[config.mk]
export PLATFORM = sky130hd
export DESIGN_NAME = smt_slot_arbiter
export DESIGN_NICKNAME = d
export VERILOG_FILES = /design/src/rtl/smt_arb_pkg.sv /design/src/rtl/smt_occ_counter.sv /design/src/rtl/smt_grant_pick.sv /design/src/rtl/smt_slot_arbiter.sv
export SDC_FILE = /design/constraint.sdc
export NUM_CORES = 1
export LEC_CHECK = 0
export BUFFER_PORTS_ARGS = -buffer_cell sky130_fd_sc_hd__buf_4
export CAP_MARGIN = 5
export CORE_MARGIN = 2
export CORE_UTILIZATION = 62
export CTS_CLUSTER_SIZE = 10
export DETAILED_ROUTE_END_ITERATION = 12
export HOLD_SLACK_MARGIN = 0.02
export PLACE_DENSITY = 0.84
export REMOVE_ABC_BUFFERS = 1
export SETUP_SLACK_MARGIN = 0.05
export SYNTH_ARGS = -nofsm -noshare
export SYNTH_HDL_FRONTEND = slang
export SYNTH_HIERARCHICAL = 1
export SYNTH_SLANG_ARGS = --single-unit
[constraint.sdc]
create_clock -name clk -period 5.7 [get_ports clk]
set_input_delay 0.855 -clock clk [delete_from_list [all_inputs] [get_ports clk]]
set_output_delay 0.855 -clock clk [all_outputs]
set_load 0.05 [all_outputs]
[src/rtl/smt_arb_pkg.sv]
package smt_arb_pkg;
    localparam int NTHR = 2;

    typedef struct packed {
        logic [NTHR-1:0] awake;
        logic            turn;
    } arb_state_t;
endpackage

[src/rtl/smt_occ_counter.sv]
module smt_occ_counter #(
    parameter int CNT_W = 5
) (
    input  logic             clk,
    input  logic             rst_n,
    input  logic             alloc_i,
    input  logic             retire_i,
    input  logic [CNT_W-1:0] limit_i,
    output logic [CNT_W-1:0] occ_q_o,
    output logic [CNT_W-1:0] occ_d_o,
    output logic             full_o
);
    logic [CNT_W-1:0] occ_d, occ_q;
    logic             take_ret, take_alloc;

    always_comb begin
        take_ret   = retire_i && (occ_q != '0);
        take_alloc = alloc_i && ((occ_q < limit_i) || take_ret);
        occ_d      = occ_q;
        if (take_alloc && !take_ret) begin
            occ_d = occ_q + 1'b1;
        end else if (take_ret && !take_alloc) begin
            occ_d = occ_q - 1'b1;
        end
    end

    always_ff @(posedge clk) begin
        if (!rst_n) occ_q <= '0;
        else        occ_q <= occ_d;
    end

    assign occ_q_o = occ_q;
    assign occ_d_o = occ_d;
    assign full_o  = (occ_q >= limit_i);
endmodule

[src/rtl/smt_grant_pick.sv]
module smt_grant_pick (
    input  logic [1:0] elig_i,
    input  logic       turn_i,
    output logic [1:0] grant_o,
    output logic       contested_o
);
    always_comb begin
        contested_o = &elig_i;
        grant_o     = 2'b00;
        if (contested_o) begin
            grant_o = turn_i ? 2'b10 : 2'b01;
        end else begin
            grant_o = elig_i;
        end
    end
endmodule

[src/rtl/smt_slot_arbiter.sv]
module smt_slot_arbiter #(
    parameter int DEPTH = 16
) (
    input  logic       clk,
    input  logic       rst_n,
    input  logic [1:0] req_i,
    input  logic [1:0] stall_i,
    input  logic [1:0] sleep_i,
    input  logic [1:0] alloc_i,
    input  logic [1:0] retire_i,
    output logic [1:0] grant_o,
    output logic [1:0] full_o
);
    import smt_arb_pkg::*;

    localparam int CNT_W = $clog2(DEPTH + 1);
    localparam logic [CNT_W-1:0] HALF_CAP = CNT_W'(DEPTH / 2);
    localparam logic [CNT_W-1:0] FULL_CAP = CNT_W'(DEPTH);

    if ((DEPTH % 2) != 0 || DEPTH < 2) begin : g_bad_depth
        $error("smt_slot_arbiter: DEPTH must be even and at least 2");
    end

    arb_state_t              st_d, st_q;
    logic [1:0][CNT_W-1:0]   limit;
    logic [1:0][CNT_W-1:0]   occ_q, occ_d;
    logic [1:0]              elig;
    logic                    contested;

    always_comb begin
        for (int t = 0; t < NTHR; t++) begin
            if (!st_q.awake[t])   limit[t] = '0;
            else if (&st_q.awake) limit[t] = HALF_CAP;
            else                  limit[t] = FULL_CAP;
        end
    end

    for (genvar t = 0; t < NTHR; t++) begin : g_thr
        smt_occ_counter #(.CNT_W(CNT_W)) u_cnt (
            .clk      (clk),
            .rst_n    (rst_n),
            .alloc_i  (alloc_i[t]),
            .retire_i (retire_i[t]),
            .limit_i  (limit[t]),
            .occ_q_o  (occ_q[t]),
            .occ_d_o  (occ_d[t]),
            .full_o   (full_o[t])
        );
        assign elig[t] = st_q.awake[t] && req_i[t] && !stall_i[t] && !full_o[t];
    end

    smt_grant_pick u_pick (
        .elig_i      (elig),
        .turn_i      (st_q.turn),
        .grant_o     (grant_o),
        .contested_o (contested)
    );

    always_comb begin
        st_d = st_q;
        if (contested) st_d.turn = ~st_q.turn;
        for (int t = 0; t < NTHR; t++) begin
            if (st_q.awake[t]) begin
                st_d.awake[t] = !(sleep_i[t] && (occ_d[t] == '0));
            end else begin
                st_d.awake[t] = !sleep_i[t] && (occ_d[1-t] <= HALF_CAP);
            end
        end
    end

    always_ff @(posedge clk) begin
        if (!rst_n) begin
            st_q.awake <= '1;
            st_q.turn  <= 1'b0;
        end else begin
            st_q <= st_d;
        end
    end

    logic [1:0] awake_w;
    assign awake_w = st_q.awake;
endmodule

# Yosys cells after proc, flatten, opt, wreduce, memory -nomap -nowiden
# Index checks and enable logic that the tools add are counted.
[word_totals]
mem_count = 0
ff_bits = 13
latch_bits = 0
input_bits = 12
mem_bits_ro = 0
ram_bits = 0
[classes]
n_shift = 0
addsub = 4
bitwise_logic = 1
n_eq_ne = 0
mux = 11
n_reduce_logical = 38
n_div = 0
multipliers = 0
order_cmp = 6
[ops]
columns = ["cell", "count"]
rows = [
  ["5-bit two-way mux", 7],
  ["1-bit logical AND", 18],
  ["1-bit logical NOT", 12],
  ["5-bit by 1-bit adder with 5-bit output (second input constant)", 2],
  ["5-bit >= comparator", 2],
  ["5-bit by 4-bit <= comparator with 1-bit output (second input constant)", 2],
  ["5-bit logical NOT", 2],
  ["5-bit less-than comparator", 2],
  ["5-bit nonzero test", 2],
  ["5-bit by 1-bit subtractor with 5-bit output (second input constant)", 2],
  ["2-bit two-way mux", 2],
  ["2-bit AND reduction", 2],
  ["1-bit logical OR", 2],
  ["1-bit two-way mux", 2],
  ["1-bit NOT", 1],
]

# Logic depth before layout (Yosys ltp)
[depth]
ltp_word = 14
mapped_depth = 10

# Cells and area by module
# Netlist, hierarchy kept.
[modules_own_cells]
columns = ["module", "n_inst", "cells_each", "seq_area_each_um2", "area_per_inst_um2"]
rows = [
  ["smt_occ_counter (g_thr[1].u_cnt)", 1, 68, 100.1, 573.0],
  ["smt_occ_counter (g_thr[0].u_cnt)", 1, 67, 100.1, 541.8],
  ["smt_slot_arbiter", 1, 26, 60.1, 197.7],
  ["smt_grant_pick", 1, 4, 0.0, 25.0],
]

# Worst setup path after synthesis
# Ideal clock, no wire load.
[synth_timing]
path_type = "reg-to-output"
start = "register st_q, in the netlist awake_w[0]"
end = "output port grant_o[0]"
stages_incl_launch_ff = 9
arrival_time_ns = 2.885
slack_ns = 1.960
n_path_buf = 0
cell_sequence = "dfxtp_1 nor2b_1 inv_1 ha_1 a21oi_1 o21ai_0 o21bai_1 nor4bb_1 a21boi_1"
[synth_lines]
columns = ["item", "line", "source"]
rows = [
  ["start: declaration", "smt_slot_arbiter.sv:24", "arb_state_t st_d, st_q;"],
  ["start signal: assignment", "smt_slot_arbiter.sv:76", "st_q <= st_d;"],
  ["end: declaration", "smt_slot_arbiter.sv:11", "output logic [1:0] grant_o,"],
]

==> results.cfg <==
[run_status]
status = completed

[cts]
post_cts_buffers = 0
cts.sinks = 13
max-clock-path-buffers = 2
cts_resized = 0
cts_buffers = 3
cts.hold.buffers_added = 0
clkTransAtPathRegs_ns = 0.08
clock_latency_ns = 0.28
htree_levels = 1
clock-root-buffer = clkbuf_4
cts_tree = done

[logic_synthesis]
synthesis.area_mm2 = 0.00134
synth_top_family_by_area = simple AND/OR/NAND/NOR gates
yosys.area_share.adder_pct = 13.1
synth-edff-count = 0
synth_cells = 165
synth_flop_cell = dfxtp_1
synth_mux_area_share_pct = 5.33
synth_seq_cells = 13
synthXorXnorAreaFrac_pct = 3.93
yosysWarnings = 6
avgSynthCellArea_um2 = 8.11
synthSimpleGateAreaFrac_pct = 28.9
async_flop_share_pct = 0
synth_cell_type_count = 44
yosysSeqAreaShare_pct = 19.5
synth_compound_area_share_pct = 22.5

[finish]
final_nets = 214
regArea_um2 = 260
drive_gt1_share_pct = 14.4
fin_area_mm2 = 0.00151
n_antenna_cell = 0
fillers = 164
syn2layout_area_growth_pct = 12.6
multi_input_area_mm2 = 0.00101

[route]
viasPerCell = 5.94
vias = 1272
drt-pass1-iter-count = 4
drt_iter0_markers = 33
wl_per_cell_um = 13.3
drt-total-wl_um = 2850
drc_errors = 0
antenna_left = 0

[timing]
finalClockSkew_ns = 0.00346
setup_viol = 0
maxSlewViolCount = 0
rsz0062_at_grt = false
period_minus_slack_ns = 3.48
fmax_mhz = 287
hold_viol = 0
fin_setup_tns_ns = 0
min_period_over_period_pct = 61.1

[critical_path]
arrival_ns = 2.63
max_stage_delay_ns = 0.41
required_ns = 4.85
end_kind = output port
cp_slowest_cell = nor4bb_1
critPathBufInv = 2
crit_type = reg -> out
crit_family = compound AO/OA/AOI/OAI gates
path_max_fanout = 6
start_kind = flop
cp_cell_sequence = nor2b_1 > inv_1 > ha_1 > a21oi_1 > o21ai_0 > o21bai_1 > nor4bb_1 > a21boi_1 > buf_4

[hold_path]
min_path_type = reg -> reg

[floorplan]
start_util_pct = 66.8
io_pins = 16
die_y_um = 50.4
die_w_um = 50.4
die_area_mm2 = 0.00254
rows = 16
core_area_mm2 = 0.00200

[global_route]
grt_pass1_wl_um = 4970
grt_pass1_vias = 1179
grt_max_degree = 18
track_usage_pct = 25.0
grt_remaining_overflow = 0
antenna_found_initial = 0

[placement]
place_congestion = 0.935
port_buffers = 15
hpwl_um = 2380
dpl_cell_area_mm2 = 0.00148

[pwr]
ir_worst_vdd_mv = 0.345
leakagePower_nw = 0.691
fin_total_pwr_mw = 0.741
power_density_mw_per_mm2 = 492

[job]
drv_cap = 0
[kinds of logic after synthesis]
kind of cell,after synthesis
AOI/OAI and AO/OA,38
and+or+nand+nor,67
DFF,13
xor gates and xnor gates,6
adders and majority gates,14
buffers and inverters,19
other,1
muxes,7
[metrics by stage]
stage	instances	setup slack [ns]	hold slack, ns	util (%)
4_1_cts	214	2.22	0.545	75.3
2_1_floorplan	168	1.96	0.477	-
3_5_place_dp	210	2.55	0.533	73.9
5_1_grt	214	1.95	0.565	75.3
6_report	214	2.22	0.539	75.3
3_3_place_gp	210	2.66	0.502	73.9
[layout make-up]
class                   count  area share (%)
clock buffers               4            1.74
inverters                  17            4.24
multi-input cells         138            67.0
flip-flops and latches     13            17.3
well taps                  27            2.24
repair buffers             15            7.48
[flip-flops by register name (all words and copies together) (netlist names)]
name / count
awake_w: 2
g_thr.u_cnt/occ_q_o: 10
st_q: 1
[worst min-delay path, cell delays in order, from the launching register on]
cell and delay, ns:
dfxtp_1 0.35, nand2_1 0.08, mux2i_1 0.06
[synth_stat cells (2+ instances only)]
| cell type | count | area (um2) |
|---|---|---|
| nand2_1 | 17 | 63.8 |
| or4_1 | 2 | 15.0 |
| a21boi_1 | 2 | 15.0 |
| and4b_1 | 3 | 30.0 |
| o21ai_0 | 5 | 25.0 |
| or3_1 | 3 | 18.8 |
| nor2_1 | 6 | 22.5 |
| or4b_4 | 2 | 27.5 |
| inv_1 | 17 | 63.8 |
| ha_1 | 14 | 175 |
| o211ai_1 | 6 | 45.0 |
| a21oi_1 | 7 | 35.0 |
| and2_1 | 3 | 18.8 |
| o211a_1 | 2 | 20.0 |
| xnor2_1 | 5 | 43.8 |
| a31oi_1 | 2 | 12.5 |
| mux2i_1 | 6 | 60.1 |
| nand3_1 | 10 | 50.1 |
| a22oi_1 | 2 | 15.0 |
| buf_6 | 2 | 22.5 |
| nand2b_1 | 3 | 18.8 |
| nor3_1 | 4 | 20.0 |
| nand4_1 | 4 | 25.0 |
| o311a_1 | 2 | 20.0 |
| nor2b_1 | 5 | 31.3 |
| dfxtp_1 | 13 | 260 |
[worst paths after layout]
| path | startpoint | to | slack (ns) | depth (start not counted) |
|---|---|---|---|---|
| worst max-delay path | awake_w[0]$_SDFF_PN1_ | grant_o[0] | 2.22 | 9 |
| worst min-delay path | g_thr[0].u_cnt/occ_q_o[0]$_SDFF_PN0_ | g_thr[0].u_cnt/occ_q_o[0]$_SDFF_PN0_ | 0.54 | 2 |
| worst max register to register | awake_w[1]$_SDFF_PN1_ | awake_w[1]$_SDFF_PN1_ | 2.79 | 10 |
| worst min register to register | g_thr[0].u_cnt/occ_q_o[0]$_SDFF_PN0_ | g_thr[0].u_cnt/occ_q_o[0]$_SDFF_PN0_ | 0.54 | 2 |
[report_power, final]
part | total, mW | switching, mW | leakage (nW) | internal, mW
Clock | 0.0597 | 0.0326 | 0.0150 | 0.0271
Combinational | 0.508 | 0.292 | 0.570 | 0.216
Sequential | 0.173 | 0.0513 | 0.106 | 0.122
[layout by cell type, fill, tap and decap left out, types with 4 or more instances in the layout]
cell	count
a21oi_1	7
buf_4	15
conb_1	6
dfxtp_1	13
ha_1	14
inv_1	17
mux2i_1	6
nand2_1	17
nand3_1	10
nand4_1	4
nor2_1	6
nor2b_1	5
nor3_1	4
o211ai_1	6
o21ai_0	5
xnor2_1	5
[per-layer routing]
metal / global-route usage (%) / wire, um
met3: 2.68 / 189
met5: 0 / 0
met1: 35.1 / 1380
met2: 40.6 / 1290
met4: 6.76 / 4
No activity file was read; power rests on OpenSTA's default activity.
